[config.mk]
export PLATFORM = sky130hd
export DESIGN_NAME = phy_dx_ctrl
export DESIGN_NICKNAME = d
export VERILOG_FILES = /design/src/rtl/phy_dx_pkg.sv /design/src/rtl/phy_dx_strap.sv /design/src/rtl/phy_dx_regs.sv /design/src/rtl/phy_dx_mii.sv /design/src/rtl/phy_dx_led.sv /design/src/rtl/phy_dx_ctrl.sv
export SDC_FILE = /design/constraint.sdc
export NUM_CORES = 1
export LEC_CHECK = 0
export BUFFER_PORTS_ARGS = -buffer_cell sky130_fd_sc_hd__buf_2
export CAP_MARGIN = 20
export CORE_ASPECT_RATIO = 0.8
export CORE_MARGIN = 2
export CORE_UTILIZATION = 30
export DETAILED_ROUTE_END_ITERATION = 10
export PLACE_DENSITY = 0.71
export RECOVER_POWER = 25
export SYNTH_ARGS = -nofsm -noshare
export SYNTH_HDL_FRONTEND = slang
export SYNTH_HIERARCHICAL = 1
export SYNTH_SLANG_ARGS = --single-unit
[constraint.sdc]
create_clock -name clk -period 1.97 [get_ports clk]
set_input_delay 0.0985 -clock clk [delete_from_list [all_inputs] [get_ports clk]]
set_output_delay 0.0985 -clock clk [all_outputs]
set_load 0.05 [all_outputs]
[src/rtl/phy_dx_pkg.sv]
package phy_dx_pkg;
  localparam int ADDR_MODE = 'h00;
  localparam int ADDR_LED  = 'h18;
  localparam int BIT_DUPLEX = 8;
  localparam int BIT_ANEG   = 12;

  typedef struct packed {
    logic fx;
    logic neg_en;
    logic sel1;
    logic sel0;
  } strap_t;
endpackage

[src/rtl/phy_dx_strap.sv]
module phy_dx_strap
  import phy_dx_pkg::*;
(
  input  logic   clk,
  input  logic   rst_n,
  input  strap_t pins,
  output logic   load,
  output logic   done,
  output logic   seed_duplex,
  output logic   seed_aneg,
  output strap_t held
);
  always_ff @(posedge clk or negedge rst_n) begin
    if (!rst_n) begin
      done <= 1'b0;
      held <= '0;
    end else if (!done) begin
      done <= 1'b1;
      held <= pins;
    end
  end

  assign load = !done;

  // fiber: duplex from sel0, negotiation forced off
  // copper: negotiation from neg_en, forced duplex from sel1
  always_comb begin
    if (pins.fx) begin
      seed_duplex = pins.sel0;
      seed_aneg   = 1'b0;
    end else begin
      seed_duplex = pins.neg_en ? 1'b0 : pins.sel1;
      seed_aneg   = pins.neg_en;
    end
  end
endmodule

[src/rtl/phy_dx_regs.sv]
module phy_dx_regs
  import phy_dx_pkg::*;
#(
  parameter int ADDR_W  = 5,
  parameter int DATA_W  = 16,
  parameter int NUM_LED = 3
) (
  input  logic              clk,
  input  logic              rst_n,
  input  logic              load,
  input  logic              seed_duplex,
  input  logic              seed_aneg,
  input  logic              fiber,
  input  logic              wr,
  input  logic [ADDR_W-1:0] addr,
  input  logic [DATA_W-1:0] wdata,
  output logic [DATA_W-1:0] rdata,
  output logic              duplex,
  output logic              aneg,
  output logic [NUM_LED-1:0] ovr_en,
  output logic [NUM_LED-1:0] ovr_val
);
  localparam logic [ADDR_W-1:0] A_MODE = ADDR_W'(ADDR_MODE);
  localparam logic [ADDR_W-1:0] A_LED  = ADDR_W'(ADDR_LED);

  logic hit_mode, hit_led;
  assign hit_mode = wr && !load && (addr == A_MODE);
  assign hit_led  = wr && !load && (addr == A_LED);

  always_ff @(posedge clk or negedge rst_n) begin
    if (!rst_n) begin
      duplex <= 1'b0;
      aneg   <= 1'b0;
    end else if (load) begin
      duplex <= seed_duplex;
      aneg   <= seed_aneg;
    end else if (hit_mode) begin
      duplex <= wdata[BIT_DUPLEX];
      aneg   <= fiber ? 1'b0 : wdata[BIT_ANEG];
    end
  end

  always_ff @(posedge clk or negedge rst_n) begin
    if (!rst_n) begin
      ovr_en  <= '0;
      ovr_val <= '0;
    end else if (hit_led) begin
      ovr_en  <= wdata[NUM_LED-1:0];
      ovr_val <= wdata[2*NUM_LED-1:NUM_LED];
    end
  end

  // LED register is write-only: reads of it fall to zero
  always_comb begin
    rdata = '0;
    if (addr == A_MODE) begin
      rdata[BIT_DUPLEX] = duplex;
      rdata[BIT_ANEG]   = aneg;
    end
  end
endmodule

[src/rtl/phy_dx_mii.sv]
module phy_dx_mii (
  input  logic full,
  input  logic tx_active,
  input  logic rx_active,
  input  logic coll_raw,
  output logic crs,
  output logic col
);
  always_comb begin
    if (full) begin
      crs = rx_active;
      col = 1'b0;
    end else begin
      crs = tx_active | rx_active;
      col = coll_raw;
    end
  end
endmodule

[src/rtl/phy_dx_led.sv]
module phy_dx_led #(
  parameter int NUM_LED = 3
) (
  input  logic [NUM_LED-1:0] status,
  input  logic [NUM_LED-1:0] ovr_en,
  input  logic [NUM_LED-1:0] ovr_val,
  output logic [NUM_LED-1:0] led
);
  for (genvar i = 0; i < NUM_LED; i++) begin : g_led
    assign led[i] = ovr_en[i] ? ovr_val[i] : status[i];
  end
endmodule

[src/rtl/phy_dx_ctrl.sv]
module phy_dx_ctrl
  import phy_dx_pkg::*;
#(
  parameter int ADDR_W  = 5,
  parameter int DATA_W  = 16,
  parameter int NUM_LED = 3
) (
  input  logic               clk,
  input  logic               rst_n,
  input  logic               strap_fx,
  input  logic               strap_neg_en,
  input  logic               strap_sel1,
  input  logic               strap_sel0,
  input  logic               tx_active,
  input  logic               rx_active,
  input  logic               coll_raw,
  input  logic [NUM_LED-1:0] led_status,
  input  logic               reg_wr,
  input  logic [ADDR_W-1:0]  reg_addr,
  input  logic [DATA_W-1:0]  reg_wdata,
  output logic [DATA_W-1:0]  reg_rdata,
  output logic               mii_crs,
  output logic               mii_col,
  output logic               duplex_full,
  output logic               aneg_enable,
  output logic               fiber_mode,
  output logic [NUM_LED-1:0] led_out
);
  strap_t pins, held;
  logic   load, straps_held, seed_duplex, seed_aneg;
  logic [NUM_LED-1:0] led_ovr_en, led_ovr_val;

  assign pins = '{fx: strap_fx, neg_en: strap_neg_en, sel1: strap_sel1, sel0: strap_sel0};

  phy_dx_strap u_strap (
    .clk(clk), .rst_n(rst_n), .pins(pins), .load(load), .done(straps_held),
    .seed_duplex(seed_duplex), .seed_aneg(seed_aneg), .held(held)
  );

  assign fiber_mode = held.fx;

  phy_dx_regs #(.ADDR_W(ADDR_W), .DATA_W(DATA_W), .NUM_LED(NUM_LED)) u_regs (
    .clk(clk), .rst_n(rst_n), .load(load), .seed_duplex(seed_duplex),
    .seed_aneg(seed_aneg), .fiber(held.fx), .wr(reg_wr), .addr(reg_addr),
    .wdata(reg_wdata), .rdata(reg_rdata), .duplex(duplex_full),
    .aneg(aneg_enable), .ovr_en(led_ovr_en), .ovr_val(led_ovr_val)
  );

  phy_dx_mii u_mii (
    .full(duplex_full), .tx_active(tx_active), .rx_active(rx_active),
    .coll_raw(coll_raw), .crs(mii_crs), .col(mii_col)
  );

  phy_dx_led #(.NUM_LED(NUM_LED)) u_led (
    .status(led_status), .ovr_en(led_ovr_en), .ovr_val(led_ovr_val), .led(led_out)
  );
endmodule

==> summary.txt <==
minimum clock period: 1.37 ns
Slowest-stage cell, CP: or4_4
Clock Latency Late Sink: 0.26 ns
Inserted Clock Buffers: 3
drt via density: 4.06
ANT cells: 0
Vias: 503
RSZ-0062 raised after global routing: false
Core ar.: 2100 sq um
total grt overflow: 0
Die Ht: 45.5 um
Clk pwr share: 27.8%
Detailed Route WL: 1160 um
initial core utilization: 30.8%
Worst path most repeated cell: buf_2
Mapped Cells: 61
# rows: 15
setup bufs post-CTS: 0
sw frac: 37.0%
Setup crit end kind: output port
DRC: 0
clk sinks: 10
Reg clk slew, reported paths: 0.06 ns
Comb power frac: 34.6%
Tot GR Track Use: 10.8%
H-Tree Depth: 1
Leak: 0.463 nW
Die Area: 2550 sq um
max_slew headroom: 63.1%
Post-DP HPWL: 999 um
Storage cell area: 250 sq um
Root Driver: clkbuf_4
met3 usage: 5.11%
status: finished clean
commonest non-fill, non-tap cells in the layout: buf_2, conb_1, dfrtp_1
Syn Std Cell Area: 647 sq um
I/O pins: 58
Reg power frac: 37.5%
Worst Tran Pin Value: 0.554 ns
filler instances: 222
die width: 55.9 um
critical path class: primary input to output port
met2 GRT Util: 19.5%
delay-heaviest family, CP: simple AND/OR/NAND/NOR gates
period utilisation layout: 69.8%
GRT busiest layer: met2
initial antenna violation count: 0
Worst path max stage delay: 0.54 ns
average cell area after synthesis: 10.6 sq um
most common cell after layout, fill and taps aside: buf_2
Finish-stage setup viols: 0
Iter 0 DRT Violations: 8
Power Density: 777 nW/um^2
gp weighted congestion: 0.762
Final Skew: 0.000392 ns
layout net count: 134
Min Hold Slack: 0.0673 ns
Final Hold Viols: 0
max cap viols: 0
yosys warns: 6
max-slew violations: 0
Wirelength per Cell: 9.34 um
area delta synth->final: 29.0%
First-pass DRT Iterations: 2
GR Util met1: 11.9%
Multi-input gate area: 318 sq um
CTS tree: built
WP buf/inv: 2
Max Root-Sink Buffers: 2
sequence of cells on the critical path: buf_2, or4_4, nor2_1, and2_1, buf_2
global-route wire length before repair: 2060 um
fmax: 727 MHz
WP data required: 1.87 ns
largest net degree at the start of global routing: 11
vias in the first global route: 500
setup_tns: 0 ns
Startpoint Class: primary input
Psw: 0.000240 W
worst-path fanout max: 4
critical path data arrival time: 1.28 ns
Peak VDD IR: 0.000416 V
port bufs: 35
HP Class: primary input to flop
Antenna Nets Post-Route: 0
layout cells sized above 1: 50.5%
internal power: 0.000409 W
[per-layer routing]
layer | part of all wire, % | up-vias
met5 | 0 | -
met4 | 0 | 0
met3 | 9.2 | 0
met2 | 47 | 26
met1 | 43 | 225
li1 | - | 252
[worst paths after layout]
path                                          startpoint                       endpoint  slack [ns]  cells past startpoint
setup reg to reg                  u_strap/done$_DFF_PN0_  u_regs/ovr_val[0]$_DFFE_PN0P_        0.66                      4
hold reg to reg            u_regs/ovr_val[1]$_DFFE_PN0P_  u_regs/ovr_val[1]$_DFFE_PN0P_        0.51                      1
max in group asynchronous                          rst_n  u_regs/ovr_val[1]$_DFFE_PN0P_        1.28                      2
hold / removal                              reg_wdata[0]   u_regs/ovr_en[0]$_DFFE_PN0P_        0.07                      2
min in group asynchronous                          rst_n  u_regs/ovr_val[2]$_DFFE_PN0P_        0.33                      2
setup / recovery                             reg_addr[3]                  reg_rdata[12]        0.60                      5
[flip-flops by register name (all words and copies together) (netlist names)]
name            count
u_regs/ovr_en       3
u_regs/ovr_val      3
u_regs/aneg         1
u_strap/done        1
u_regs/duplex       1
u_strap/held        1
[what timing repair did]
| action | CTS | global route |
|---|---|---|
| hold endpoints to repair | 10 | 0 |
| hold buffers | 1 | 0 |
| gates resized for setup | 0 | 0 |
[power by group through the flow]
stage / sequential (W) / clock [W] / combinational, W
6_report: 0.000244 / 0.000180 / 0.000225
4_1_cts: 0.000244 / 0.000190 / 0.000227
5_1_grt: 0.000247 / 0.000208 / 0.000241
2_1_floorplan: 0.000267 / 0 / 0.000174
3_5_place_dp: 0.000248 / 0 / 0.000225
3_3_place_gp: 0.000247 / 0 / 0.000222
[final cells by class]
cell class              count  share of cell area (%)
clock buffers               4                    4.35
inverters                   4                    1.80
multi-input cells          45                    38.1
flip-flops and latches     10                    30.0
well taps                  25                    3.75
repair buffers             36                    22.0
[stage by stage]
step / std cells / total power, W / area, sq um / setup slack [ns] / util [%]
4_1_cts: 124 / 0.000661 / 836 / 0.595 / 39.8
2_1_floorplan: 74 / 0.000441 / 696 / 0.527 / -
5_1_grt: 124 / 0.000696 / 835 / 0.527 / 39.7
6_report: 124 / 0.000649 / 835 / 0.595 / 39.7
3_5_place_dp: 119 / 0.000473 / 790 / 0.517 / 37.6
3_3_place_gp: 119 / 0.000469 / 790 / 0.523 / 37.6
(Power assumes the default switching activity.)
